File: src/rtl/lin_irq_pkg.sv
package lin_irq_pkg;

    localparam int NSRC       = 8;
    localparam int CODE_BITS  = 8;

    // Source index equals priority rank (0 = highest)
    localparam int IDX_BUS_IDLE = 0;
    localparam int IDX_BIT_ERR  = 1;
    localparam int IDX_CKS_ERR  = 2;
    localparam int IDX_RX_OVR   = 3;
    localparam int IDX_RX_OK    = 4;
    localparam int IDX_RX_GRP   = 5;
    localparam int IDX_TX_CKS   = 6;
    localparam int IDX_TX_GRP   = 7;

    typedef enum logic [0:0] {
        FLAG_IDLE = 1'b0,
        FLAG_PEND = 1'b1
    } flag_state_e;

    typedef enum logic [1:0] {
        RX_EMPTY     = 2'd0,
        RX_WAIT_RD   = 2'd1,
        RX_READ_DONE = 2'd2
    } rxg_state_e;

    function automatic logic [CODE_BITS-1:0] src_code(input int idx);
        logic [CODE_BITS-1:0] c;
        case (idx)
            IDX_BUS_IDLE: c = 8'h04;
            IDX_BIT_ERR:  c = 8'h08;
            IDX_CKS_ERR:  c = 8'h0C;
            IDX_RX_OVR:   c = 8'h14;
            IDX_RX_OK:    c = 8'h10;
            IDX_RX_GRP:   c = 8'h18;
            IDX_TX_CKS:   c = 8'h1C;
            IDX_TX_GRP:   c = 8'h20;
            default:      c = 8'h00;
        endcase
        return c;
    endfunction

    function automatic bit src_is_rx(input int idx);
        return (idx == IDX_RX_OK) || (idx == IDX_RX_GRP);
    endfunction

endpackage

File: src/rtl/lin_irq_flag.sv
module lin_irq_flag
    import lin_irq_pkg::*;
(
    input  logic clk,
    input  logic rst_n,
    input  logic set_i,
    input  logic clr_i,
    output logic pend_o
);

    flag_state_e state_q, state_d;

    always_ff @(posedge clk) begin
        if (!rst_n) state_q <= FLAG_IDLE;
        else        state_q <= state_d;
    end

    always_comb begin
        state_d = state_q;
        unique case (state_q)
            FLAG_IDLE: if (set_i)           state_d = FLAG_PEND;
            FLAG_PEND: if (clr_i && !set_i) state_d = FLAG_IDLE;
            default:                        state_d = FLAG_IDLE;
        endcase
    end

    always_comb begin
        unique case (state_q)
            FLAG_PEND: pend_o = 1'b1;
            default:   pend_o = 1'b0;
        endcase
    end


    set_wins_chk: assert property (@(posedge clk) disable iff (!rst_n)
        set_i |=> pend_o);


    idle_hold_chk: assert property (@(posedge clk) disable iff (!rst_n)
        (!set_i && !clr_i) |=> $stable(pend_o));

endmodule

File: src/rtl/lin_irq_rxgate.sv
module lin_irq_rxgate
    import lin_irq_pkg::*;
(
    input  logic clk,
    input  logic rst_n,
    input  logic set_i,
    input  logic rd_i,
    input  logic clr_i,
    output logic pend_o
);

    rxg_state_e state_q, state_d;

    always_ff @(posedge clk) begin
        if (!rst_n) state_q <= RX_EMPTY;
        else        state_q <= state_d;
    end

    always_comb begin
        state_d = state_q;
        unique case (state_q)
            RX_EMPTY:     if (set_i)          state_d = RX_WAIT_RD;
            RX_WAIT_RD:   if (!set_i && rd_i) state_d = RX_READ_DONE;
            RX_READ_DONE: begin
                if (set_i)      state_d = RX_WAIT_RD;
                else if (clr_i) state_d = RX_EMPTY;
            end
            default:                          state_d = RX_EMPTY;
        endcase
    end

    always_comb begin
        unique case (state_q)
            RX_WAIT_RD, RX_READ_DONE: pend_o = 1'b1;
            default:                  pend_o = 1'b0;
        endcase
    end


    rx_unread_hold_chk: assert property (@(posedge clk) disable iff (!rst_n)
        (pend_o && state_q != RX_READ_DONE) |=> pend_o);


    rx_release_cause_chk: assert property (@(posedge clk) disable iff (!rst_n)
        $fell(pend_o) |-> ($past(clr_i) && !$past(set_i)));


    rx_set_wins_chk: assert property (@(posedge clk) disable iff (!rst_n)
        set_i |=> pend_o);

endmodule

File: src/rtl/lin_irq_encoder.sv
module lin_irq_encoder
    import lin_irq_pkg::*;
#(
    parameter int N        = NSRC,
    parameter int STATUS_W = CODE_BITS
) (
    input  logic [N-1:0]        pend_i,
    output logic [N-1:0]        grant_o,
    output logic [STATUS_W-1:0] code_o
);

    logic found;

    always_comb begin
        grant_o = '0;
        found   = 1'b0;
        for (int i = 0; i < N; i++) begin
            if (pend_i[i] && !found) begin
                grant_o[i] = 1'b1;
                found      = 1'b1;
            end
        end
    end

    always_comb begin
        code_o = '0;
        for (int i = 0; i < N; i++) begin
            if (grant_o[i]) code_o = STATUS_W'(src_code(i));
        end
    end

endmodule

File: src/rtl/lin_irq_prioritizer.sv
module lin_irq_prioritizer
    import lin_irq_pkg::*;
#(
    parameter int STATUS_W = CODE_BITS
) (
    input  logic                clk,
    input  logic                rst_n,
    input  logic                irq_en,
    input  logic                ev_bus_idle,
    input  logic                ev_bit_err,
    input  logic                ev_cks_err,
    input  logic                ev_rx_ovr,
    input  logic                ev_rx_cks_ok,
    input  logic                ev_rx_grp,
    input  logic                ev_tx_cks,
    input  logic                ev_tx_grp,
    input  logic                rx_byte0_rd,
    input  logic [NSRC-1:0]     src_clr,
    output logic [STATUS_W-1:0] status_code,
    output logic                irq
);

    localparam logic [STATUS_W-1:0] CODE_RX_OK  = STATUS_W'(src_code(IDX_RX_OK));
    localparam logic [STATUS_W-1:0] CODE_RX_GRP = STATUS_W'(src_code(IDX_RX_GRP));

    logic [NSRC-1:0] set_vec;
    logic [NSRC-1:0] pend_vec;
    logic [NSRC-1:0] grant_vec;

    always_comb begin
        set_vec               = '0;
        set_vec[IDX_BUS_IDLE] = ev_bus_idle;
        set_vec[IDX_BIT_ERR]  = ev_bit_err;
        set_vec[IDX_CKS_ERR]  = ev_cks_err;
        set_vec[IDX_RX_OVR]   = ev_rx_ovr;
        set_vec[IDX_RX_OK]    = ev_rx_cks_ok;
        set_vec[IDX_RX_GRP]   = ev_rx_grp;
        set_vec[IDX_TX_CKS]   = ev_tx_cks;
        set_vec[IDX_TX_GRP]   = ev_tx_grp;
    end

    for (genvar g = 0; g < NSRC; g++) begin : g_src
        if (src_is_rx(g)) begin : g_rx
            lin_irq_rxgate u_gate (
                .clk    (clk),
                .rst_n  (rst_n),
                .set_i  (set_vec[g]),
                .rd_i   (rx_byte0_rd),
                .clr_i  (src_clr[g]),
                .pend_o (pend_vec[g])
            );
        end else begin : g_plain
            lin_irq_flag u_flag (
                .clk    (clk),
                .rst_n  (rst_n),
                .set_i  (set_vec[g]),
                .clr_i  (src_clr[g]),
                .pend_o (pend_vec[g])
            );
        end
    end

    lin_irq_encoder #(
        .N        (NSRC),
        .STATUS_W (STATUS_W)
    ) u_enc (
        .pend_i  (pend_vec),
        .grant_o (grant_vec),
        .code_o  (status_code)
    );

    assign irq = irq_en && (status_code != '0);


    zero_quiet_chk: assert property (@(posedge clk) disable iff (!rst_n)
        (pend_vec == '0) |-> (!irq && status_code == '0));


    single_grant_chk: assert property (@(posedge clk) disable iff (!rst_n)
        $onehot0(grant_vec) && ((grant_vec != '0) == (pend_vec != '0)));


    ovr_first_chk: assert property (@(posedge clk) disable iff (!rst_n)
        pend_vec[IDX_RX_OVR] |-> (status_code != CODE_RX_OK && status_code != CODE_RX_GRP));


    irq_follow_chk: assert property (@(posedge clk) disable iff (!rst_n)
        !irq_en |-> !irq);

endmodule

File: config.mk
export PLATFORM = sky130hd
export DESIGN_NAME = lin_irq_prioritizer
export DESIGN_NICKNAME = d
export VERILOG_FILES = /design/src/rtl/lin_irq_pkg.sv /design/src/rtl/lin_irq_flag.sv /design/src/rtl/lin_irq_rxgate.sv /design/src/rtl/lin_irq_encoder.sv /design/src/rtl/lin_irq_prioritizer.sv
export SDC_FILE = /design/constraint.sdc
export NUM_CORES = 1
export LEC_CHECK = 0
export BUFFER_PORTS_ARGS = -buffer_cell sky130_fd_sc_hd__buf_2
export CAP_MARGIN = 20
export CORE_UTILIZATION = 51
export CTS_CLUSTER_DIAMETER = 60
export DETAILED_ROUTE_END_ITERATION = 8
export PLACE_DENSITY = 0.87
export SETUP_SLACK_MARGIN = 0.05
export SKIP_CTS_REPAIR_TIMING = 1
export SLEW_MARGIN = 20
export SYNTH_ARGS = -nofsm -noshare
export SYNTH_HDL_FRONTEND = slang
export SYNTH_HIERARCHICAL = 1
export SYNTH_SLANG_ARGS = --single-unit
File: constraint.sdc
create_clock -name clk -period 2.3 [get_ports clk]
set_input_delay 0.115 -clock clk [delete_from_list [all_inputs] [get_ports clk]]
set_output_delay 0.115 -clock clk [all_outputs]
set_load 0.05 [all_outputs]
==> flow_summary.yaml, run 1 <==
placed_design:
  post-dp-hpwl_mm: 1.09
  routabilityCongestion: 0.769
  portBuffers: 24
  dpl.cell_count: 118
layout:
  fillers: 108
  final_common_cell: "buf_2"
  multiInputGateArea_um2: 515
  layout-drive-gt1-share_pct: 39.6
  antenna-diode-count: 0
  area_growth_pct: 23.6
  layout.cells.non_filler: 121
  final_cell_mix: "buf_2 (23), dfxtp_1 (10), ha_1 (10)"
  fin_nets: 138
  seq_area_um2: 200
synthesis:
  synth_cells: 80
  synth_area_um2: 736
  syn_avg_cell_area_um2: 9.20
  synth_warnings: 6
global_routing:
  gr-total-overflow: 0
  grt_pass1_wl_mm: 2.09
  grt_max_degree: 15
  grt_use_total_pct: 19.3
  antenna_found_initial: 0
  grt_pass1_vias: 566
drt:
  wl_met1_um: 505
  wl_met2_um: 744
  finalWirelength_mm: 1.29
  top_layer: "met3"
  viasPerCell: 4.94
  drc_errors: 0
  dr.pass1.iters: 3
  drt.antenna.violating_nets: 0
  dr_wl_met3_um: 43
  wl_per_cell_um: 10.7
  drtIter0Drc: 4
  via_count: 598
power_and_ir_drop:
  vdd_drop_max_mv: 0.295
  pwr_density_cell_mw_per_mm2: 598
  leakagePower_nw: 0.433
critical_path:
  worst_path_largest_cell_delay_ns: 0.41
  cp_num_buf_inv: 2
  worstPathRequired_ns: 2.18
  rrSetupSlack_ns: 1.06
  cp_cell_sequence: "inv_1 > ha_1 > nor2_1 > o21ai_1 > a21oi_4 > nor4_2 > a21boi_2 > clkbuf_4"
  worstPathMaxFanout: 5
  cp.arrival_ns: 1.99
  cpLargestDelayFamily: "compound AO/OA/AOI/OAI gates"
  cp-start-kind: "flip-flop"
  crit_path_end_kind: "output port"
  crit_type: "flip-flop to output port"
  slowest_stage: "dfxtp_1"
clock_network:
  cts_tree: "yes"
  root_buffer: "clkbuf_4"
  clock_sinks: 10
  cts_buffers: 3
  clock_path_buffers: 2
  worstSkewPairLatency_ns: 0.26
  htree_levels: 1
  clk_pin_slew_ns: 0.06
timing:
  setup_viol: 0
  slew_viol_final: 0
  skew_ns: 0.0000364
  fin_crit_sh_pct: 91.4
  rsz0062_at_grt: "no"
  hold_violations: 0
  tns_ns: 0
  fmax_ghz: 0.476
  period_needed_ns: 2.10
  hold_ws_ns: 0.0631
floorplanning:
  io_pins: 29
  die_w_um: 40.0
  die_area_mm2: 0.00160
  std_cell_rows: 13
  die_h_um: 40.0
  core_mm2: 0.00132
  initial_core_util_pct: 55.8
hold_path:
  hp-class: "input pin to flip-flop"
run_status:
  outcome: "completed"
flow_run:
  max-cap-violations: 0
## worst reg2reg max path: cells and delay by family (launching register included)
| family | cells | cell delay, ns |
|---|---|---|
| compound gates | 2 | 0.27 |
| fa+ha+maj | 1 | 0.22 |
| buf+inv | 1 | 0.10 |
| flops | 1 | 0.41 |
| mux | 1 | 0.18 |
## final cells by class
class                      instances  share of cell area [%]
inverter                           8                    3.30
tap                               15                    2.06
timing repair buffer              24                    13.5
clock buffer                       3                    2.48
sequential                        10                    22.0
multi-input combinational         61                    56.7
## where the power goes
part | internal (mW) | switching [mW]
registers | 0.190 | 0.0191
clock network | 0.0603 | 0.0560
logic | 0.0850 | 0.133
## path summary, 6_finish.rpt
path                                           startpoint                                           end  cells past startpoint
max          g_src[4].g_rx.u_gate/state_q[0]$_SDFFE_PN0P_                                           irq                      8
min                                            ev_bit_err    g_src[1].g_plain.u_flag/state_q$_SDFF_PN0_                      2
max reg2reg  g_src[4].g_rx.u_gate/state_q[0]$_SDFFE_PN0P_  g_src[4].g_rx.u_gate/state_q[1]$_SDFFE_PN0P_                      5
min reg2reg  g_src[5].g_rx.u_gate/state_q[1]$_SDFFE_PN0P_  g_src[5].g_rx.u_gate/state_q[1]$_SDFFE_PN0P_                      2
## metal layers
layer	global-route usage [%]	vias to the layer above
met1	20.4	264
met2	37.9	16
met4	7.76	0
li1	-	318
met5	0	-
met3	1.67	0
## metrics by stage
step	utilization (%)	power [mW]	worst slack (ns)	area [um^2]
finish	69.0	0.544	0.198	910
global route	69.0	0.582	0.0563	910
CTS	68.4	0.545	0.0723	901
detailed placement	66.7	0.429	0.361	878
global placement	66.7	0.420	0.408	878
floorplan	-	0.380	0.0698	769
## state kept, by name, indices dropped and copies added, names as in the netlist
signal and count:
g_src.g_rx.u_gate/state_q 4, g_src.g_plain.u_flag/state_q 6
No activity file was read; power rests on OpenSTA's default activity.
==> run 2, diff against run 1 <==
--- a/config.mk
+++ b/config.mk
@@ -7,6 +7,7 @@
 export LEC_CHECK = 0
 export BUFFER_PORTS_ARGS = -buffer_cell sky130_fd_sc_hd__buf_2
 export CAP_MARGIN = 20
+export CORE_ASPECT_RATIO = 0.9
 export CORE_UTILIZATION = 51
 export CTS_CLUSTER_DIAMETER = 60
 export DETAILED_ROUTE_END_ITERATION = 8
==> run 2 against run 1 <==
- cell area up 2.8%
- flip-flop and latch count unchanged
- critical path type unchanged
- cell count unchanged
- global-route usage up 0.42 points
- via count up 5.2%
- highest routed layer is now met4
- setup slack better by 0.011 ns
- clock-buffer cell count up 1
- first-iteration DRC count unchanged
- wire length up 7.1%
- clock skew about the same
==> flow_summary.yaml, run 2 (same netlist as run 1, synthesis figures left out) <==
run_status:
  outcome: "completed"
timing:
  period_needed_ns: 2.09
  fin_crit_sh_pct: 90.9
  fmax_ghz: 0.478
  setup_viol: 0
  skew_ns: 0.000340
  hold_violations: 0
  tns_ns: 0
  slew_viol_final: 0
  timing.final.ws_setup_ns: 0.209
  rsz0062_at_grt: "no"
clock_network:
  clk_pin_slew_ns: 0.07
  root_buffer: "clkbuf_4"
  cts_tree: "yes"
  htree_levels: 1
  clock_sinks: 10
  clock_path_buffers: 2
  cts_buffers: 3
  worstSkewPairLatency_ns: 0.27
hold_path:
  hp-class: "input pin to flip-flop"
drt:
  dr_wl_met3_um: 73
  wl_met1_um: 543
  wl_per_cell_um: 11.4
  drt.antenna.violating_nets: 0
  dr.pass1.iters: 4
  finalWirelength_mm: 1.39
  via_count: 629
  viasPerCell: 5.20
  drtIter0Drc: 4
  top_layer: "met4"
  wl_met2_um: 753
  drc_errors: 0
critical_path:
  crit_path_end_kind: "output port"
  worstPathMaxFanout: 5
  worstPathRequired_ns: 2.18
  cp.arrival_ns: 1.98
  cp-start-kind: "flip-flop"
  crit_type: "flip-flop to output port"
layout:
  reg_top3: "g_src.g_plain.u_flag/state_q x6, g_src.g_rx.u_gate/state_q x4"
  largest_register_ffs: 6
  multiInputGateArea_um2: 528
  antenna-diode-count: 0
  fin_nets: 138
  utilization_pct: 72.4
  final_cell_mix: "buf_2 (23), dfxtp_1 (10), ha_1 (10)"
  area_growth_pct: 27.0
  layout-drive-gt1-share_pct: 43.0
  top_register: "g_src.g_plain.u_flag/state_q"
  seq_area_um2: 200
  final_common_cell: "buf_2"
  final_area_um2: 935
  fillers: 103
floorplanning:
  initial_core_util_pct: 57.0
  io_pins: 29
  die_area_mm2: 0.00160
  std_cell_rows: 12
  die_h_um: 38.0
  core_mm2: 0.00129
  die_w_um: 42.0
power_and_ir_drop:
  totalPowerFinal_mw: 0.595
  vdd_drop_max_mv: 0.415
  pwr_density_cell_mw_per_mm2: 637
  leakagePower_nw: 0.442
global_routing:
  antenna_found_initial: 0
  grt_pass1_vias: 569
  gr-total-overflow: 0
  grt_use_total_pct: 19.7
  grt_max_degree: 15
  grt_pass1_wl_mm: 2.27
placed_design:
  portBuffers: 24
  place_area_um2: 877
  routabilityCongestion: 0.747
  preCtsSetupSlack_ns: 0.303
  post-dp-hpwl_mm: 1.16
flow_run:
  max-cap-violations: 0
==> run 2: cell count changes in the layout (fill, tap and decap cells not counted), sizes merged <==
| cell | before | now |
|---|---|---|
| clkbuf | 4 | 5 |
==> run 2: critical path, cell delays in order, from the launching register on <==
cell and delay, ns:
dfxtp_1 0.41, inv_1 0.08, ha_1 0.35, nor3b_1 0.21, nor3_1 0.08, o21bai_2 0.15
nor4_2 0.06, a21boi_2 0.13, clkbuf_4 0.23
==> run 2: final timing paths <==
kind                                                 from                                           end  slack [ns]  cells after the start
min reg2reg  g_src[5].g_rx.u_gate/state_q[1]$_SDFFE_PN0P_  g_src[5].g_rx.u_gate/state_q[1]$_SDFFE_PN0P_        0.52                      2
max reg2reg  g_src[5].g_rx.u_gate/state_q[0]$_SDFFE_PN0P_  g_src[5].g_rx.u_gate/state_q[1]$_SDFFE_PN0P_        1.04                      5
max          g_src[4].g_rx.u_gate/state_q[0]$_SDFFE_PN0P_                                           irq        0.21                      8
min                                            ev_bit_err    g_src[1].g_plain.u_flag/state_q$_SDFF_PN0_        0.04                      2
==> run 2: where the power goes <==
part           switching [mW]  internal (mW)  total, mW
Combinational           0.137         0.0872      0.224
Sequential             0.0200          0.190      0.210
Clock                  0.0645         0.0962      0.161
Total                   0.221          0.374      0.595
==> run 2: metrics by stage <==
stage,cells,hold slack [ns]
CTS,121,0.0394
global route,121,0.0378
finish,121,0.0448
global placement,117,0.323
detailed placement,117,0.328
floorplan,83,0.232
==> run 2: final cells by class <==
class,count,area share (%)
timing repair buffer,24,13.1
inverter,8,3.21
clock buffer,4,3.88
sequential,10,21.4
tap,14,1.87
multi-input combinational,61,56.5
==> run 2: layer usage <==
layer / vias up / track usage [%]
met1: 295 / 20.0
met4: 0 / 7.03
met2: 15 / 37.1
li1: 317 / -
met5: - / 0
met3: 2 / 8.02
